**src/rtl/pfs_pkg.sv**
```systemverilog
package pfs_pkg;

    localparam int STS_W = 5;

    localparam int STS_BTN   = 0;
    localparam int STS_THERM = 1;
    localparam int STS_WIDTH = 2;
    localparam int STS_VREG  = 3;
    localparam int STS_PG    = 4;

    localparam int SY_BTN   = 0;
    localparam int SY_THERM = 1;
    localparam int SY_PLAT  = 2;
    localparam int SY_VREG  = 3;
    localparam int SY_PG    = 4;
    localparam int SY_DS    = 5;
    localparam int SY_RSM   = 6;
    localparam int N_SYNC   = 7;

    localparam logic ADDR_STS = 1'b0;
    localparam logic ADDR_CTL = 1'b1;

    typedef enum logic [2:0] {
        SL_S0 = 3'd0,
        SL_S1 = 3'd1,
        SL_S3 = 3'd3,
        SL_S4 = 3'd4,
        SL_S5 = 3'd5,
        SL_G3 = 3'd7
    } sleep_e;

    function automatic logic is_working(input logic [2:0] st);
        return (st == SL_S0) || (st == SL_S1);
    endfunction

    function automatic logic is_deep(input logic [2:0] st);
        return (st == SL_S4) || (st == SL_S5);
    endfunction

endpackage

```
**src/rtl/pfs_sync_bank.sv**
```systemverilog
module pfs_sync_bank #(
    parameter int WIDTH  = 7,
    parameter int STAGES = 2
) (
    input  logic             clk_i,
    input  logic             rst_ni,
    input  logic [WIDTH-1:0] async_i,
    output logic [WIDTH-1:0] sync_o
);

    genvar g;
    generate
        for (g = 0; g < WIDTH; g++) begin : g_bit
            logic [STAGES-1:0] chain_d, chain_q;

            always_comb begin
                chain_d = {chain_q[STAGES-2:0], async_i[g]};
            end

            always_ff @(posedge clk_i or negedge rst_ni) begin
                if (!rst_ni) chain_q <= '0;
                else         chain_q <= chain_d;
            end

            assign sync_o[g] = chain_q[STAGES-1];
        end
    endgenerate

endmodule

```
**src/rtl/pfs_event_logic.sv**
```systemverilog
module pfs_event_logic
    import pfs_pkg::*;
(
    input  logic              clk_i,
    input  logic              rst_ni,
    input  logic [N_SYNC-1:0] sync_i,
    input  logic              core_rst_i,
    input  logic              rtc_tick_i,
    input  logic [2:0]        sleep_state_i,
    input  logic              width_viol_i,
    output logic [STS_W-1:0]  set_o,
    output logic [STS_W-1:0]  hw_clr_o,
    output logic              arm_o,
    output logic              ds_fall_o,
    output logic              therm_rise_o
);

    typedef struct packed {
        logic       vreg_smp;
        logic [2:0] prev_state;
        logic       btn;
        logic       therm;
        logic       pg;
        logic       ds;
        logic       rsm;
    } ev_state_t;

    ev_state_t st_d, st_q;

    logic btn_rise, therm_rise, pg_fall, ds_rise, ds_fall, rsm_fall;
    logic vreg_fall, g3_entry;

    always_comb begin
        st_d            = st_q;
        st_d.btn        = sync_i[SY_BTN];
        st_d.therm      = sync_i[SY_THERM];
        st_d.pg         = sync_i[SY_PG];
        st_d.ds         = sync_i[SY_DS];
        st_d.rsm        = sync_i[SY_RSM];
        st_d.prev_state = sleep_state_i;
        if (rtc_tick_i) st_d.vreg_smp = sync_i[SY_VREG];

        btn_rise   = sync_i[SY_BTN]   & ~st_q.btn;
        therm_rise = sync_i[SY_THERM] & ~st_q.therm;
        pg_fall    = ~sync_i[SY_PG]   &  st_q.pg;
        ds_rise    = sync_i[SY_DS]    & ~st_q.ds;
        ds_fall    = ~sync_i[SY_DS]   &  st_q.ds;
        rsm_fall   = ~sync_i[SY_RSM]  &  st_q.rsm;
        vreg_fall  = rtc_tick_i & st_q.vreg_smp & ~sync_i[SY_VREG];
        g3_entry   = (sleep_state_i == SL_G3) && (st_q.prev_state != SL_G3);

        set_o            = '0;
        set_o[STS_BTN]   = btn_rise;
        set_o[STS_THERM] = therm_rise & ~sync_i[SY_PLAT];
        set_o[STS_WIDTH] = width_viol_i;
        set_o[STS_VREG]  = vreg_fall & is_working(sleep_state_i);
        set_o[STS_PG]    = pg_fall   & is_working(sleep_state_i);

        hw_clr_o            = '0;
        hw_clr_o[STS_BTN]   = core_rst_i | sync_i[SY_RSM];
        hw_clr_o[STS_THERM] = core_rst_i | sync_i[SY_RSM];
        hw_clr_o[STS_WIDTH] = sync_i[SY_RSM];
        hw_clr_o[STS_VREG]  = sync_i[SY_RSM];
        hw_clr_o[STS_PG]    = g3_entry;

        arm_o        = (ds_rise & is_deep(sleep_state_i)) | rsm_fall;
        ds_fall_o    = ds_fall;
        therm_rise_o = therm_rise;
    end

    always_ff @(posedge clk_i or negedge rst_ni) begin
        if (!rst_ni) st_q <= '0;
        else         st_q <= st_d;
    end

endmodule

```
**src/rtl/pfs_width_timer.sv**
```systemverilog
module pfs_width_timer #(
    parameter int TICKS_PER_SEC = 32768,
    parameter int CNT_W         = $clog2(4 * TICKS_PER_SEC + 1)
) (
    input  logic             clk_i,
    input  logic             rst_ni,
    input  logic             rtc_tick_i,
    input  logic             arm_i,
    input  logic             ds_fall_i,
    input  logic [1:0]       sel_i,
    output logic             viol_o,
    output logic [CNT_W-1:0] cnt_o,
    output logic [CNT_W-1:0] limit_o
);

    typedef struct packed {
        logic             running;
        logic [CNT_W-1:0] cnt;
        logic [CNT_W-1:0] limit;
    } tmr_t;

    tmr_t t_d, t_q;
    logic [CNT_W-1:0] cnt_inc;

    always_comb begin
        t_d     = t_q;
        viol_o  = 1'b0;
        cnt_inc = t_q.cnt + CNT_W'(1);
        if (arm_i) begin
            t_d.running = 1'b1;
            t_d.cnt     = '0;
            t_d.limit   = CNT_W'(TICKS_PER_SEC) * (CNT_W'(sel_i) + CNT_W'(1));
        end else if (t_q.running) begin
            if (ds_fall_i) begin
                t_d.running = 1'b0;
                viol_o      = 1'b1;
            end else if (rtc_tick_i) begin
                t_d.cnt = cnt_inc;
                if (cnt_inc >= t_q.limit) t_d.running = 1'b0;
            end
        end
    end

    always_ff @(posedge clk_i or negedge rst_ni) begin
        if (!rst_ni) t_q <= '0;
        else         t_q <= t_d;
    end

    assign cnt_o   = t_q.cnt;
    assign limit_o = t_q.limit;

endmodule

```
**src/rtl/pfs_regfile.sv**
```systemverilog
module pfs_regfile
    import pfs_pkg::*;
(
    input  logic             clk_i,
    input  logic             rst_ni,
    input  logic             bus_wr_i,
    input  logic             bus_addr_i,
    input  logic [STS_W-1:0] bus_wdata_i,
    input  logic [STS_W-1:0] set_i,
    input  logic [STS_W-1:0] hw_clr_i,
    output logic [STS_W-1:0] sts_o,
    output logic [1:0]       sel_o,
    output logic [STS_W-1:0] bus_rdata_o
);

    typedef struct packed {
        logic [STS_W-1:0] sts;
        logic [1:0]       sel;
    } regs_t;

    regs_t r_d, r_q;
    logic [STS_W-1:0] sw_clr;

    always_comb begin
        r_d    = r_q;
        sw_clr = (bus_wr_i && bus_addr_i == ADDR_STS) ? bus_wdata_i : '0;
        r_d.sts = (r_q.sts & ~(sw_clr | hw_clr_i)) | set_i;
        if (bus_wr_i && bus_addr_i == ADDR_CTL) r_d.sel = bus_wdata_i[1:0];

        bus_rdata_o = (bus_addr_i == ADDR_STS) ? r_q.sts
                                               : {{(STS_W-2){1'b0}}, r_q.sel};
    end

    always_ff @(posedge clk_i or negedge rst_ni) begin
        if (!rst_ni) r_q <= '0;
        else         r_q <= r_d;
    end

    assign sts_o = r_q.sts;
    assign sel_o = r_q.sel;

endmodule

```
**src/rtl/pwr_fail_status.sv**
```systemverilog
module pwr_fail_status
    import pfs_pkg::*;
#(
    parameter int TICKS_PER_SEC = 32768,
    parameter int SYNC_STAGES   = 2
) (
    input  logic             clk_i,
    input  logic             por_rst_ni,
    input  logic             rst_btn_i,
    input  logic             therm_trip_i,
    input  logic             plat_rst_i,
    input  logic             vreg_pgood_i,
    input  logic             main_pgood_i,
    input  logic             deep_sleep_i,
    input  logic             rsm_rst_i,
    input  logic             core_rst_i,
    input  logic             rtc_tick_i,
    input  logic [2:0]       sleep_state_i,
    input  logic             bus_wr_i,
    input  logic             bus_addr_i,
    input  logic [STS_W-1:0] bus_wdata_i,
    output logic [STS_W-1:0] bus_rdata_o
);

    localparam int CNT_W = $clog2(4 * TICKS_PER_SEC + 1);

    logic [N_SYNC-1:0] async_vec, sync_vec;
    logic [STS_W-1:0]  set_vec, hw_clr_vec, sts_q;
    logic [1:0]        sel_q;
    logic              arm, ds_fall, therm_rise, width_viol;
    logic [CNT_W-1:0]  tmr_cnt, tmr_limit;

    always_comb begin
        async_vec           = '0;
        async_vec[SY_BTN]   = rst_btn_i;
        async_vec[SY_THERM] = therm_trip_i;
        async_vec[SY_PLAT]  = plat_rst_i;
        async_vec[SY_VREG]  = vreg_pgood_i;
        async_vec[SY_PG]    = main_pgood_i;
        async_vec[SY_DS]    = deep_sleep_i;
        async_vec[SY_RSM]   = rsm_rst_i;
    end

    pfs_sync_bank #(.WIDTH(N_SYNC), .STAGES(SYNC_STAGES)) u_sync (
        .clk_i   (clk_i),
        .rst_ni  (por_rst_ni),
        .async_i (async_vec),
        .sync_o  (sync_vec)
    );

    pfs_event_logic u_events (
        .clk_i         (clk_i),
        .rst_ni        (por_rst_ni),
        .sync_i        (sync_vec),
        .core_rst_i    (core_rst_i),
        .rtc_tick_i    (rtc_tick_i),
        .sleep_state_i (sleep_state_i),
        .width_viol_i  (width_viol),
        .set_o         (set_vec),
        .hw_clr_o      (hw_clr_vec),
        .arm_o         (arm),
        .ds_fall_o     (ds_fall),
        .therm_rise_o  (therm_rise)
    );

    pfs_width_timer #(.TICKS_PER_SEC(TICKS_PER_SEC), .CNT_W(CNT_W)) u_timer (
        .clk_i      (clk_i),
        .rst_ni     (por_rst_ni),
        .rtc_tick_i (rtc_tick_i),
        .arm_i      (arm),
        .ds_fall_i  (ds_fall),
        .sel_i      (sel_q),
        .viol_o     (width_viol),
        .cnt_o      (tmr_cnt),
        .limit_o    (tmr_limit)
    );

    pfs_regfile u_regs (
        .clk_i       (clk_i),
        .rst_ni      (por_rst_ni),
        .bus_wr_i    (bus_wr_i),
        .bus_addr_i  (bus_addr_i),
        .bus_wdata_i (bus_wdata_i),
        .set_i       (set_vec),
        .hw_clr_i    (hw_clr_vec),
        .sts_o       (sts_q),
        .sel_o       (sel_q),
        .bus_rdata_o (bus_rdata_o)
    );

endmodule

```
**config.mk**
```make
export PLATFORM = sky130hd
export DESIGN_NAME = pwr_fail_status
export DESIGN_NICKNAME = d
export VERILOG_FILES = /design/src/rtl/pfs_pkg.sv /design/src/rtl/pfs_sync_bank.sv /design/src/rtl/pfs_event_logic.sv /design/src/rtl/pfs_width_timer.sv /design/src/rtl/pfs_regfile.sv /design/src/rtl/pwr_fail_status.sv
export SDC_FILE = /design/constraint.sdc
export NUM_CORES = 1
export LEC_CHECK = 0
export BUFFER_PORTS_ARGS = -buffer_cell sky130_fd_sc_hd__buf_2
export CORE_UTILIZATION = 52
export DETAILED_ROUTE_END_ITERATION = 12
export GPL_TIMING_DRIVEN = 0
export PLACE_DENSITY = 0.81
export SETUP_SLACK_MARGIN = 0.4
export SLEW_MARGIN = 15
export SYNTH_ARGS = -nofsm -noshare
export SYNTH_HDL_FRONTEND = slang
export SYNTH_SLANG_ARGS = --single-unit
```
**constraint.sdc**
```tcl
create_clock -name clk_i -period 2.7 [get_ports clk_i]
set_clock_uncertainty 0.05 [all_clocks]
set_input_delay 0.405 -clock clk_i [delete_from_list [all_inputs] [get_ports clk_i]]
set_output_delay 0.405 -clock clk_i [all_outputs]
set_load 0.005 [all_outputs]
```
==> flow_summary_export.csv <==
group,metric,value,unit
cells_and_area,layout.nets,299,
floorplanning,dieArea,0.00488,sq mm
logic_synthesis,ys_seq_area_share,54.3,%
placed_design,dp_hpwl,2950,um
floorplanning,coreArea,0.00438,sq mm
floorplanning,num_io_pins,26,
power_and_ir_drop,total_power,1.51,mW
logic_synthesis,synth_top_cell_by_area,"dfrtp_1",
cts,cts_hold_buffers,0,
timing,slew_viol_final,0,
worst_hold_path,hp-class,"in2async",
detailed_routing,avgRoutedWirePerCell,14.3,um
setup_path,cp_top_family,"simple AND/OR/NAND/NOR gates",
detailed_routing,first_pass_iters,4,
grt,antenna_found_initial,0,
cts,clockBufferDepth,2,
setup_path,crit_arrival,2670,ps
detailed_routing,wl,4640,um
grt,grt_overflow,0,
cells_and_area,fill_cells,318,
floorplanning,initial_core_util,54.7,%
setup_path,crit_top_cell,"nor4_4",
power_and_ir_drop,ir_drop,0.000326,V
timing,finalHoldViolations,0,
logic_synthesis,syn_nets,250,
logic_synthesis,synth_cell_types,42,
flow_run,drv_cap,0,
detailed_routing,drt_iter0_drc,100,
logic_synthesis,synth_area_leaders,"dfrtp_1, xnor2_1, xor2_1, nor2_1, ha_1",
detailed_routing,ant_nets,0,
logic_synthesis,postSynthCellCount,223,
timing,layout_setup_ws,171,ps
setup_path,crit_required,2840,ps
cells_and_area,finalInstanceArea,0.00290,sq mm
status,status,"completed",
cts,worstSkewPairLatency,310,ps
placed_design,numPortBuffers,25,
detailed_routing,remaining_drc_errors,0,
placed_design,gp_congestion,0.853,
cells_and_area,fin_util,66.1,%
cells_and_area,layout_commonest_cell,"dfrtp_1",
detailed_routing,via_count,1793,
cts,path_clk_slew,100,ps
setup_path,cp_cell_sequence,"buf_6 -> nand4_1 -> nor4_4 -> nand3_2 -> nor2_2 -> xor2_1 -> ha_1 -> nand2_1 -> or4_4 -> nor4_4 -> a31oi_1",
logic_synthesis,synth-seq-cells,52,
cts,cts_tree,"done",
cts,cts_buffers,5,
timing,tightest_slew,630,ps
detailed_routing,vias_per_cell,5.52,
cells_and_area,drive_gt1_share,29.3,%
grt,grt_pass1_wl,7870,um
timing,fin_crit,2530,ps
floorplanning,die_h,69.9,um
power_and_ir_drop,power_density,521,mW/mm^2
detailed_routing,drt-met1-wl,2100,um
detailed_routing,route.met3.wl,152,um
timing,fmax,395,MHz
cts,cts.htree.levels,2,
cells_and_area,layout_common_cells,"dfrtp_1, buf_2, nor2_1, nand2_1, buf_4",
cts,cts_num_sinks,52,
setup_path,cp_slowest_cell,"or4_4",
setup_path,critical_path.max_fanout,6,
setup_path,worst_setup_path_start_kind,"register",
setup_path,cp-end-kind,"register",
timing,hold_slack,50.7,ps
logic_synthesis,post_synth.cell_area_avg,10.7,sq um
grt,grt_pass1_vias,1690,
cts,clock-root-buffer,"clkbuf_8",
power_and_ir_drop,p_leak,1.34,nW
logic_synthesis,synthesis.area,0.00240,sq mm
placed_design,place_ws,-99.3,ps
setup_path,worst-path-buf-inv,1,
timing,max_slew_margin,58.0,%
grt,grt_max_degree,53,
logic_synthesis,yosysWarnings,0,
floorplanning,num_rows,24,
timing,grt_setup_unrepaired,"yes",
cells_and_area,antenna_cells,0,
timing,finalCritPeriodShare,93.7,%
detailed_routing,top_layer,"met4",
floorplanning,die_w,69.9,um
cells_and_area,syn2layout_area_growth,20.9,%
timing,final-setup-viol-count,0,
grt,grtUsageTotal,20.5,%
logic_synthesis,synth.top_cell.area_share,54.3,%
setup_path,worstSetupPathType,"reg2reg",
detailed_routing,wl_met2,2320,um
setup_path,slowest_delay,490,ps
placed_design,dpl_cell_area,0.00260,sq mm
[cell type report]
class                      instances  area, sq um  share of cell area, %
sequential                        52         1310                   45.1
clock buffer                       5         68.8                   2.37
multi-input combinational        155         1080                   37.1
clock inverter                     3         21.3                  0.734
inverter                           5         18.8                  0.648
buffer                            11         82.6                   2.85
tap                               52         65.1                   2.25
timing repair buffer              42          259                   8.94
[cell families (layout without fill, tap and decap cells)]
kind of cell	count (synthesis)	after routing	synth area share (%)
DFF	52	52	54.3
AOI/OAI and AO/OA	24	24	6.37
adders and majority gates	6	6	3.13
xor gates and xnor gates	23	23	8.41
and+or+nand+nor	96	96	21.8
muxes	6	6	2.77
buffers and inverters	16	66	3.19
[through the flow]
stage,cells,TNS (ps)
floorplan,223,0
global placement,300,-45.3
detailed placement,300,-99.3
CTS,320,0
global route,325,0
finish,325,0
[where the power goes]
| group | switching [mW] | internal (mW) |
|---|---|---|
| clock network | 0.262 | 0.184 |
| registers | 0.0278 | 0.828 |
| logic | 0.108 | 0.0995 |
| total | 0.398 | 1.11 |
[cells in the mapped netlist (all sizes together)]
master,n
nand3,12
a21oi,5
and3,4
or4,2
ha,6
nor4,4
nand2,20
nand4,7
a41oi,1
nor3,8
xnor2,12
o211a,1
dfrtp,52
o31ai,2
mux2,5
nand3b,2
xor2,11
o21ai,9
a32oi,1
nand4bb,1
nor2b,6
buf,4
mux2i,1
a32o,2
nand2b,1
a31oi,2
or2,1
and4,2
or3,5
nor2,21
clkbuf,7
inv,5
o21a,1
[layer usage]
| layer | GRT usage [%] | vias to the layer above |
|---|---|---|
| met3 | 4.33 | 7 |
| met5 | 0 | - |
| li1 | - | 867 |
| met2 | 32.3 | 28 |
| met1 | 28.2 | 891 |
| met4 | 7.11 | 0 |
[path summary, 6_finish.rpt]
path                                                  from                         end  slack [ps]  depth (start not counted)
worst max-delay path                      u_timer.cnt_o[9]             u_timer.t_q[36]         170                         11
worst min-delay path                            por_rst_ni           u_timer.cnt_o[12]          50                          1
worst max register to register            u_timer.cnt_o[9]             u_timer.t_q[36]         170                         11
worst min register to register  u_sync.g_bit[5].chain_q[0]  u_sync.g_bit[5].chain_q[1]         300                          0
max in group asynchronous                       por_rst_ni            u_timer.cnt_o[5]        2080                          1
min in group clk_i                            main_pgood_i  u_sync.g_bit[4].chain_q[0]         150                          1
[state kept, by name, summed over array words and instances (netlist names)]
register / count
u_sync.g_bit.chain_q: 14
u_events.st_q: 9
u_timer.limit_o: 3
u_regs.sts_o: 5
u_regs.sel_o: 2
u_timer.cnt_o: 18
u_timer.t_q: 1
[what timing repair did]
action,CTS,global route
endpoints found under the hold margin,0,0
pin swaps,14,9
resized for setup,12,11
setup buffers,12,5
setup endpoints to repair,1,1
(Power assumes the default switching activity.)
